<file path="src/rtl/smb_cfg_pkg.sv">
package smb_cfg_pkg;

  typedef enum logic [2:0] {
    ST_IDLE,
    ST_ADDR,
    ST_CMD,
    ST_COUNT,
    ST_WDATA,
    ST_READ
  } smb_state_t;

  // Command bit 7 set means a single indexed register access.
  function automatic logic is_byte_cmd(input logic [7:0] cmd);
    return cmd[7];
  endfunction

  // Register index carried in the command's low seven bits.
  function automatic logic [7:0] cmd_index(input logic [7:0] cmd);
    return {1'b0, cmd[6:0]};
  endfunction

  // Block pointer step that stops at the top so it cannot alias to zero.
  function automatic logic [7:0] ptr_step(input logic [7:0] p);
    return (p == 8'hFF) ? p : p + 8'd1;
  endfunction

  // Transmit bit for a given bit slot, MSB first.
  function automatic logic tx_bit(input logic [7:0] b, input logic [2:0] slot);
    logic [2:0] sel;
    sel = 3'd7 - slot;
    return b[sel];
  endfunction

endpackage

</file>
<file path="src/rtl/smb_line_sync.sv">
module smb_line_sync #(
  parameter int SYNC_STAGES = 2
) (
  input  logic clk,
  input  logic rst_n,
  input  logic scl_in,
  input  logic sda_in,
  output logic sda_lvl,
  output logic scl_rise,
  output logic scl_fall,
  output logic start_evt,
  output logic stop_evt
);

  logic [SYNC_STAGES-1:0] scl_ff;
  logic [SYNC_STAGES-1:0] sda_ff;
  logic scl_d;
  logic sda_d;
  logic scl_lvl;

  always_ff @(posedge clk or negedge rst_n) begin
    if (!rst_n) begin
      scl_ff <= '1;
      sda_ff <= '1;
      scl_d  <= 1'b1;
      sda_d  <= 1'b1;
    end else begin
      scl_ff <= {scl_ff[SYNC_STAGES-2:0], scl_in};
      sda_ff <= {sda_ff[SYNC_STAGES-2:0], sda_in};
      scl_d  <= scl_ff[SYNC_STAGES-1];
      sda_d  <= sda_ff[SYNC_STAGES-1];
    end
  end

  assign scl_lvl   = scl_ff[SYNC_STAGES-1];
  assign sda_lvl   = sda_ff[SYNC_STAGES-1];
  assign scl_rise  = scl_lvl & ~scl_d;
  assign scl_fall  = ~scl_lvl & scl_d;
  assign start_evt = scl_lvl & scl_d & sda_d & ~sda_lvl;
  assign stop_evt  = scl_lvl & scl_d & ~sda_d & sda_lvl;

endmodule

</file>
<file path="src/rtl/smb_cfg_regfile.sv">
module smb_cfg_regfile #(
  parameter int NUM_REGS = 4,
  parameter int IDX_W    = 8,
  parameter logic [NUM_REGS*8-1:0] DEFAULTS = '0
) (
  input  logic                  clk,
  input  logic                  rst_n,
  input  logic                  wr_en,
  input  logic [IDX_W-1:0]      wr_idx,
  input  logic [7:0]            wr_data,
  input  logic [IDX_W-1:0]      rd_idx,
  output logic [7:0]            rd_data,
  output logic [NUM_REGS*8-1:0] image
);

  generate
    for (genvar g = 0; g < NUM_REGS; g++) begin : g_reg
      logic [7:0] q;
      always_ff @(posedge clk or negedge rst_n) begin
        if (!rst_n) begin
          q <= DEFAULTS[g*8 +: 8];
        end else if (wr_en && wr_idx == IDX_W'(g)) begin
          q <= wr_data;
        end
      end
      assign image[g*8 +: 8] = q;
    end
  endgenerate

  // Unimplemented indices read as zero.
  always_comb begin
    rd_data = 8'h00;
    for (int k = 0; k < NUM_REGS; k++) begin
      if (rd_idx == IDX_W'(k)) rd_data = image[k*8 +: 8];
    end
  end

endmodule

</file>
<file path="src/rtl/smb_cfg_slave.sv">
module smb_cfg_slave
  import smb_cfg_pkg::*;
#(
  parameter int NUM_REGS = 4,
  parameter logic [6:0] DEV_ADDR = 7'b1101110,
  parameter logic [NUM_REGS*8-1:0] REG_DEFAULTS = 32'h5A00_00FF,
  parameter int SYNC_STAGES = 2
) (
  input  logic                  clk,
  input  logic                  rst_n,
  input  logic                  scl_in,
  input  logic                  sda_in,
  output logic                  sda_pull_low,
  output logic [7:0]            dif_enable,
  output logic [NUM_REGS*8-1:0] cfg_image
);

  localparam int IDX_W = 8;
  localparam logic [7:0] REG_COUNT = 8'(NUM_REGS);
  localparam logic [3:0] ACK_SLOT_CNT = 4'd8;

  // Bus events
  logic sda_lvl, scl_rise, scl_fall_evt, start_evt, stop_evt;

  smb_line_sync #(.SYNC_STAGES(SYNC_STAGES)) u_sync (
    .clk       (clk),
    .rst_n     (rst_n),
    .scl_in    (scl_in),
    .sda_in    (sda_in),
    .sda_lvl   (sda_lvl),
    .scl_rise  (scl_rise),
    .scl_fall  (scl_fall_evt),
    .start_evt (start_evt),
    .stop_evt  (stop_evt)
  );

  // Protocol state
  smb_state_t state;
  logic [3:0] bit_cnt;
  logic [7:0] shreg;
  logic [7:0] tx_byte;
  logic [7:0] ptr;
  logic       ack_slot;
  logic       blk_mode;
  logic       cnt_phase;
  logic       rd_first;
  logic       pull_q;

  // Named internal events
  logic       byte_done;
  logic       addr_hit;
  logic       addr_reject_evt;
  logic       wr_en;
  logic [7:0] rd_data;
  logic [7:0] rd_value;

  assign byte_done       = scl_fall_evt && (bit_cnt == ACK_SLOT_CNT) && !ack_slot;
  assign addr_hit        = (shreg[7:1] == DEV_ADDR);
  assign addr_reject_evt = byte_done && (state == ST_ADDR) && !addr_hit;
  assign wr_en           = byte_done && (state == ST_WDATA) && (ptr < REG_COUNT);
  assign rd_value        = (blk_mode && cnt_phase) ? REG_COUNT : rd_data;

  smb_cfg_regfile #(
    .NUM_REGS (NUM_REGS),
    .IDX_W    (IDX_W),
    .DEFAULTS (REG_DEFAULTS)
  ) u_regs (
    .clk     (clk),
    .rst_n   (rst_n),
    .wr_en   (wr_en),
    .wr_idx  (ptr),
    .wr_data (shreg),
    .rd_idx  (ptr),
    .rd_data (rd_data),
    .image   (cfg_image)
  );

  always_ff @(posedge clk or negedge rst_n) begin
    if (!rst_n) begin
      state     <= ST_IDLE;
      bit_cnt   <= '0;
      shreg     <= '0;
      tx_byte   <= '0;
      ptr       <= '0;
      ack_slot  <= 1'b0;
      blk_mode  <= 1'b1;
      cnt_phase <= 1'b0;
      rd_first  <= 1'b0;
      pull_q    <= 1'b0;
    end else if (start_evt) begin
      state    <= ST_ADDR;
      bit_cnt  <= '0;
      ack_slot <= 1'b0;
      pull_q   <= 1'b0;
    end else if (stop_evt) begin
      state    <= ST_IDLE;
      bit_cnt  <= '0;
      ack_slot <= 1'b0;
      pull_q   <= 1'b0;
    end else if (state != ST_IDLE) begin
      if (scl_rise) begin
        if (bit_cnt == ACK_SLOT_CNT) begin
          bit_cnt <= '0;
          if (state == ST_READ) begin
            if (rd_first) begin
              rd_first <= 1'b0;
            end else if (sda_lvl) begin
              state <= ST_IDLE;           // master NACK ends the read
            end else if (cnt_phase) begin
              cnt_phase <= 1'b0;
            end else if (blk_mode) begin
              ptr <= ptr_step(ptr);
            end
          end
        end else begin
          bit_cnt <= bit_cnt + 4'd1;
          if (state != ST_READ) shreg <= {shreg[6:0], sda_lvl};
        end
      end else if (scl_fall_evt) begin
        if (ack_slot) begin
          ack_slot <= 1'b0;
          if (state == ST_READ) begin
            tx_byte <= rd_value;
            pull_q  <= ~rd_value[7];
          end else begin
            pull_q <= 1'b0;
          end
        end else if (bit_cnt == ACK_SLOT_CNT) begin
          ack_slot <= 1'b1;
          if (state == ST_READ) begin
            pull_q <= 1'b0;                // master owns the ack slot
          end else begin
            pull_q <= 1'b1;
            case (state)
              ST_ADDR: begin
                if (!addr_hit) begin
                  pull_q <= 1'b0;
                  state  <= ST_IDLE;
                end else if (shreg[0]) begin
                  state     <= ST_READ;
                  rd_first  <= 1'b1;
                  cnt_phase <= blk_mode;
                  if (blk_mode) ptr <= '0;
                end else begin
                  state <= ST_CMD;
                end
              end
              ST_CMD: begin
                blk_mode <= ~is_byte_cmd(shreg);
                ptr      <= is_byte_cmd(shreg) ? cmd_index(shreg) : 8'h00;
                state    <= is_byte_cmd(shreg) ? ST_WDATA : ST_COUNT;
              end
              ST_COUNT: state <= ST_WDATA;
              ST_WDATA: if (blk_mode) ptr <= ptr_step(ptr);
              default:  pull_q <= 1'b0;
            endcase
          end
        end else if (state == ST_READ) begin
          pull_q <= ~tx_bit(tx_byte, bit_cnt[2:0]);
        end
      end
    end
  end

  assign sda_pull_low = pull_q;
  assign dif_enable   = cfg_image[7:0];

endmodule

</file>
<file path="config.mk">
export PLATFORM = sky130hd
export DESIGN_NAME = smb_cfg_slave
export DESIGN_NICKNAME = d
export VERILOG_FILES = /design/src/rtl/smb_cfg_pkg.sv /design/src/rtl/smb_line_sync.sv /design/src/rtl/smb_cfg_regfile.sv /design/src/rtl/smb_cfg_slave.sv
export SDC_FILE = /design/constraint.sdc
export NUM_CORES = 1
export LEC_CHECK = 0
export BUFFER_PORTS_ARGS = -buffer_cell sky130_fd_sc_hd__buf_2
export CAP_MARGIN = 20
export CORE_ASPECT_RATIO = 1.4
export CORE_MARGIN = 1
export CORE_UTILIZATION = 60
export DETAILED_ROUTE_END_ITERATION = 6
export GPL_ROUTABILITY_DRIVEN = 1
export GPL_TIMING_DRIVEN = 1
export PLACE_DENSITY = 0.87
export SKIP_LAST_GASP = 1
export SYNTH_ARGS = -nofsm -noshare
export SYNTH_HDL_FRONTEND = slang
export SYNTH_SLANG_ARGS = --single-unit
</file>
<file path="constraint.sdc">
create_clock -name clk -period 4 [get_ports clk]
set_input_delay 0.6 -clock clk [delete_from_list [all_inputs] [get_ports clk]]
set_output_delay 0.6 -clock clk [all_outputs]
set_load 0.01 [all_outputs]
</file>
# Word-level counts from Yosys, hierarchy flattened
# Cells that the tools add are included.
[word_totals] ff_bits=74 input_bits=4 output_inout_bits=41
[op_classes] addsub=3 order_cmp=2 eq_ne=27 n_mux=86 bitwise_logic=20 n_reduce_logical=35
[ops] op="8-bit 2-to-1 mux" n=20
[ops] op="3-bit 2-to-1 mux" n=15
[ops] op="1-bit 2-to-1 mux" n=41
[ops] op="8-bit case mux with 3 select lines" n=1
[ops] op="4-bit 2-to-1 mux" n=5
[ops] op="9-bit AND reduction" n=2
[ops] op="8-bit by 2-bit == test with 1-bit output, second input constant" n=2
[ops] op="15-bit AND reduction" n=1
[ops] op="3-bit nonzero test" n=5
[ops] op="1-bit inverter" n=13
[ops] op="13-bit AND reduction" n=1
[ops] op="3-bit inequality test, second input constant" n=4
[ops] op="4-bit inequality test, second input constant" n=3
[ops] op="11-bit AND reduction" n=1
[ops] op="2-bit inequality test, second input constant" n=5
[ops] op="1-bit logical AND" n=9
[ops] op="3-bit case mux with 3 select lines" n=1
[ops] op="8-bit by 1-bit adder with 8-bit output, second input constant" n=1
[ops] op="8-bit by 1-bit == test with 1-bit output, second input constant" n=1
[ops] op="8-bit == test, second input constant" n=1
[ops] op="8-bit zero test" n=1
[ops] op="8-bit by 3-bit less-than comparator with 1-bit output, second input constant" n=1
[ops] op="4-bit by 1-bit inequality test with 1-bit output, second input constant" n=2
[ops] op="2-bit nonzero test" n=4
[ops] op="other kinds (24)" n=33

# Logic depth before layout (Yosys ltp)
[depth] word_depth=14 ltp_mapped=9 depth_no_buf=7

# Hierarchy
# A second synthesis with hierarchy kept.
[hier_totals] hier_cells=355 area_unflattened_um2=4071.4
[by_module_without_submodules] module="smb_cfg_slave" n_inst=1 cells_per_inst=253 area_per_inst_um2=2352.3 seq_area_each_um2=902.1
[by_module_without_submodules] module="smb_cfg_regfile" n_inst=1 cells_per_inst=92 area_per_inst_um2=1529.0 seq_area_each_um2=815.8
[by_module_without_submodules] module="smb_line_sync" n_inst=1 cells_per_inst=10 area_per_inst_um2=190.2 seq_area_each_um2=157.7

# Worst setup path after synthesis
# No wires, ideal clock.
[synth_path] path_kind="flip-flop to flip-flop" from="register u_sync.scl_ff[1]" to="register ptr[2]" setup_ns=0.125 arrival_ns=2.107 required_time_ns=3.875 path_slack_ns=1.768 stages_incl_launch_ff=9 path_buffers=2 period_less_slack_ns=2.232 path_cell_list="dfstp_2 ha_1 buf_2 or3b_1 mux2i_1 and4_1 buf_2 and2_4 mux2_2"
[synth_via] elab_chain_cells=5 elab_cells_between_ends=22 cone_classes="8 x eq/ne; 1 x mux; 10 x bitwise; 3 x reduce/logical"
[synth_rtl] element="start: declaration" line="smb_line_sync.sv:15" rtl="logic [SYNC_STAGES-1:0] scl_ff;"
[synth_rtl] element="start signal: assignment" line="smb_line_sync.sv:28" rtl="scl_ff <= {scl_ff[SYNC_STAGES-2:0], scl_in};"
[synth_rtl] element="1-bit bitwise AND" line="smb_line_sync.sv:39, smb_line_sync.sv:40"
[synth_rtl] element="1-bit bitwise AND, on equally long branches (2 in series)" line="smb_line_sync.sv:40, smb_line_sync.sv:39"
[synth_rtl] element="1-bit inverter (no source line)"
[synth_rtl] element="15-bit AND reduction (no source line)"
[synth_rtl] element="end signal: assignment" line="smb_cfg_slave.sv:112" rtl="ptr <= ptr_step(ptr);"
[synth_rtl] element="end signal: assignment" line="smb_cfg_slave.sv:150" rtl="ptr <= is_byte_cmd(shreg) ? cmd_index(shreg) : 8'h00;"
[synth_rtl] element="end signal: assignment" line="smb_cfg_slave.sv:154" rtl="ST_WDATA: if (blk_mode) ptr <= ptr_step(ptr);"
[synth_rtl] element="end: declaration" line="smb_cfg_slave.sv:42" rtl="logic [7:0] ptr;"
# Several ways; a longest one is shown, not always the timed one.
# A chain may end at the register's enable or synchronous reset.

# Worst setup path in the final report
# Ends and elaborated chain as after synthesis.

==> metrics.txt <==
status complete, no violations; Reg power frac 52.8%; Top delay family on crit path simple AND/OR/NAND/NOR gates; number of global-route vias before repair 3142; syn_area_per_cell 10.2 um2; clock sinks 74; CTS root buffer clkbuf_8; CP max stage cell dfstp_2; most frequent cells in the layout 55 x dfrtp_1, 44 x buf_2, 39 x mux2_2, 34 x nand2_1, 26 x o21ai_0; Port Buf Inserts 44; switching pwr 0.357 mW; CP Class reg2reg; H-tree depth 3; reg2reg end ptr[2]$_DFFE_PN0P_; Setup violations, final 0; Pwr per Cell Area 335 nW/um2; Cells after Synth 397; Initial Util 61.8%; die area 7110 um2; Post-CTS Hold Buffers 0; post-cts sizing count 0; largest net degree at the start of global routing 42; Post-route DRC 0; Antenna Cells 0; commonest non-fill, non-tap cell in the layout dfrtp_1; post-synthesis sequential area ratio 46.2%; P_leak 2.04 nW; Worst IR Drop VDD 0.000289 V; DRT antenna net count 0; fin util 67.7%; fillers 468; Die Wd 71.5 um; detailed-route via count 3193; CP required 4230 ps; CTS clk-pin slew, worst paths 80 ps; Avg Vias per Cell 6.39; GRT overflow 0; top cell type's share of synthesized area 33.9%; post-synthesis net count 410; Hold Path Depth 1; Max-Cap Viols 0; crit path capture type flop; fmax 369 MHz; share of cells above drive strength 1 31.0%; Clock Path Buffers 2; Internal 1.13 mW; gr usage total 28.3%; Seq cells post-synth 74; core area 6570 um2; Clock power frac 43.1%; critical path fanouts, max 18; reg2reg start u_sync.scl_ff[1]$_DFF_PN1_; CP cell instances ha_1 -> or3b_1 -> mux2i_1 -> and4_1 -> and2_4 -> mux2_2; Final Critical Period 2710 ps; sw frac 24.0%; setup TNS 0 ps; worst rel slew slack 39.2%; post-place setup slack 1360 ps; initial antenna violation count 0; average wire per standard cell 18.6 um; # rows 35; clock buffer count from CTS 9; P&R area growth vs syn 9.43%; gpl congestion 0.917; Yosys cell types 57; hold path start scl_in; EDFF count, synth 0; Clock Skew 14.9 ps; setup bufs post-CTS 0; Ys Warns 0; R2R cell count 6; Setup WS post-layout 1290 ps; cell accounting for the most synthesized area dfrtp_1; nets 435; commonest register cell after synthesis dfrtp_1; worst slew pin tran 911 ps; critical path arrival 2940 ps; top cells by area, synth dfrtp_1 34%, dfstp_2 12%, mux2_2 11%; io pins 45; TritonRoute pass-1 iters 5; Crit path largest cell delay 570 ps; Tcrit/Tclk final 67.8%; Post-Route WL 9.29 mm; share of synthesized registers carrying an async set or reset 100%; Post-Syn Area 4060 um2; HP Class in2reg; CP bufs+invs 0; Final Hold Vio Count 0; initial DRC count 323; unrepaired setup endpoints after global routing no; CTS tree yes; Worst Hold End u_sync.scl_ff[0]$_DFF_PN1_; fin. max-slew vios 0; startpoint types flop; HPWL after DPL 6.55 mm; Reg2Reg Setup Slack 1290 ps; first-pass GRT wire length 15.6 mm; combinational power share 4.1%; die height 99.4 um; Clock Latency Late Sink 350 ps
[synthesized netlist by cell type, drive strengths merged, types with 8 or more instances]
master  instances
a21oi          25
and3b           8
buf            16
clkbuf         17
dfrtp          55
dfstp          19
ha              9
inv            15
mux2           41
mux2i          11
nand2          38
nand3           9
nor2           24
nor3           14
o21ai          26
[state kept, by name (all words and copies together) (netlist names)]
| name | flops |
|---|---|
| u_sync.scl_d | 1 |
| shreg | 8 |
| cnt_phase | 1 |
| rd_first | 1 |
| tx_byte | 8 |
| u_sync.sda_ff | 2 |
| state | 3 |
| bit_cnt | 4 |
| ptr | 8 |
| u_sync.scl_ff | 2 |
| sda_pull_low | 1 |
| u_regs.g.q | 32 |
| ack_slot | 1 |
| u_sync.sda_d | 1 |
| blk_mode | 1 |
[cell type report]
type                            instances  area, um2  area share (%)
Multi-Input combinational cell        275       1960            44.2
Sequential cell                        74       1880            42.2
Timing Repair Buffer                   47        240            5.41
Clock buffer                            9        124            2.79
Clock inverter                          6       92.6            2.08
Tap cell                               74       92.6            2.08
Inverter                               15       56.3            1.27
[how the worst max path moves through the flow]
stage                                from            endpoint  slack [ps]  cells after the start
6_report       u_sync.scl_ff[1]$_DFF_PN1_  ptr[2]$_DFFE_PN0P_        1290                      6
2_1_floorplan  u_sync.scl_ff[1]$_DFF_PN1_  ptr[2]$_DFFE_PN0P_        1770                      8
5_1_grt        u_sync.scl_ff[1]$_DFF_PN1_  ptr[2]$_DFFE_PN0P_        1140                      6
3_5_place_dp   u_sync.scl_ff[1]$_DFF_PN1_  ptr[2]$_DFFE_PN0P_        1360                      6
3_3_place_gp   u_sync.scl_ff[1]$_DFF_PN1_  ptr[2]$_DFFE_PN0P_        1400                      6
4_1_cts        u_sync.scl_ff[1]$_DFF_PN1_  ptr[2]$_DFFE_PN0P_        1340                      6
[stage by stage]
stage	power (mW)	area, um2	hold WS [ps]	instances
after CTS	1.49	4440	346	499
after global placement	0.857	4220	346	484
after detailed placement	0.860	4220	348	484
after global routing	1.54	4440	333	500
final	1.49	4440	352	500
after floorplan	0.826	4060	304	397
[power by group through the flow]
| stage | clock network, mW | registers (mW) | logic, mW |
|---|---|---|---|
| after floorplan | 0 | 0.782 | 0.0440 |
| after global placement | 0 | 0.797 | 0.0594 |
| after detailed placement | 0 | 0.799 | 0.0609 |
| after CTS | 0.645 | 0.785 | 0.0612 |
| after global routing | 0.683 | 0.789 | 0.0694 |
| final | 0.641 | 0.786 | 0.0608 |
[layer usage]
layer	GRT usage, %	vias to the layer above	part of all wire [%]
li1	-	1463	-
met1	36.2	1555	40
met2	47.5	145	52
met3	5.17	30	5.2
met4	11.8	0	2.6
met5	0	-	0
[kinds of logic after synthesis]
family | after synthesis | synth area share [%]
AOI/OAI and AO/OA | 84 | 13.1
xor gates and xnor gates | 2 | 0.431
adders and majority gates | 9 | 2.77
muxes | 54 | 15.2
DFF | 74 | 46.2
and+or+nand+nor | 126 | 16.8
buffers and inverters | 48 | 5.48
No activity file was read; power rests on OpenSTA's default activity.
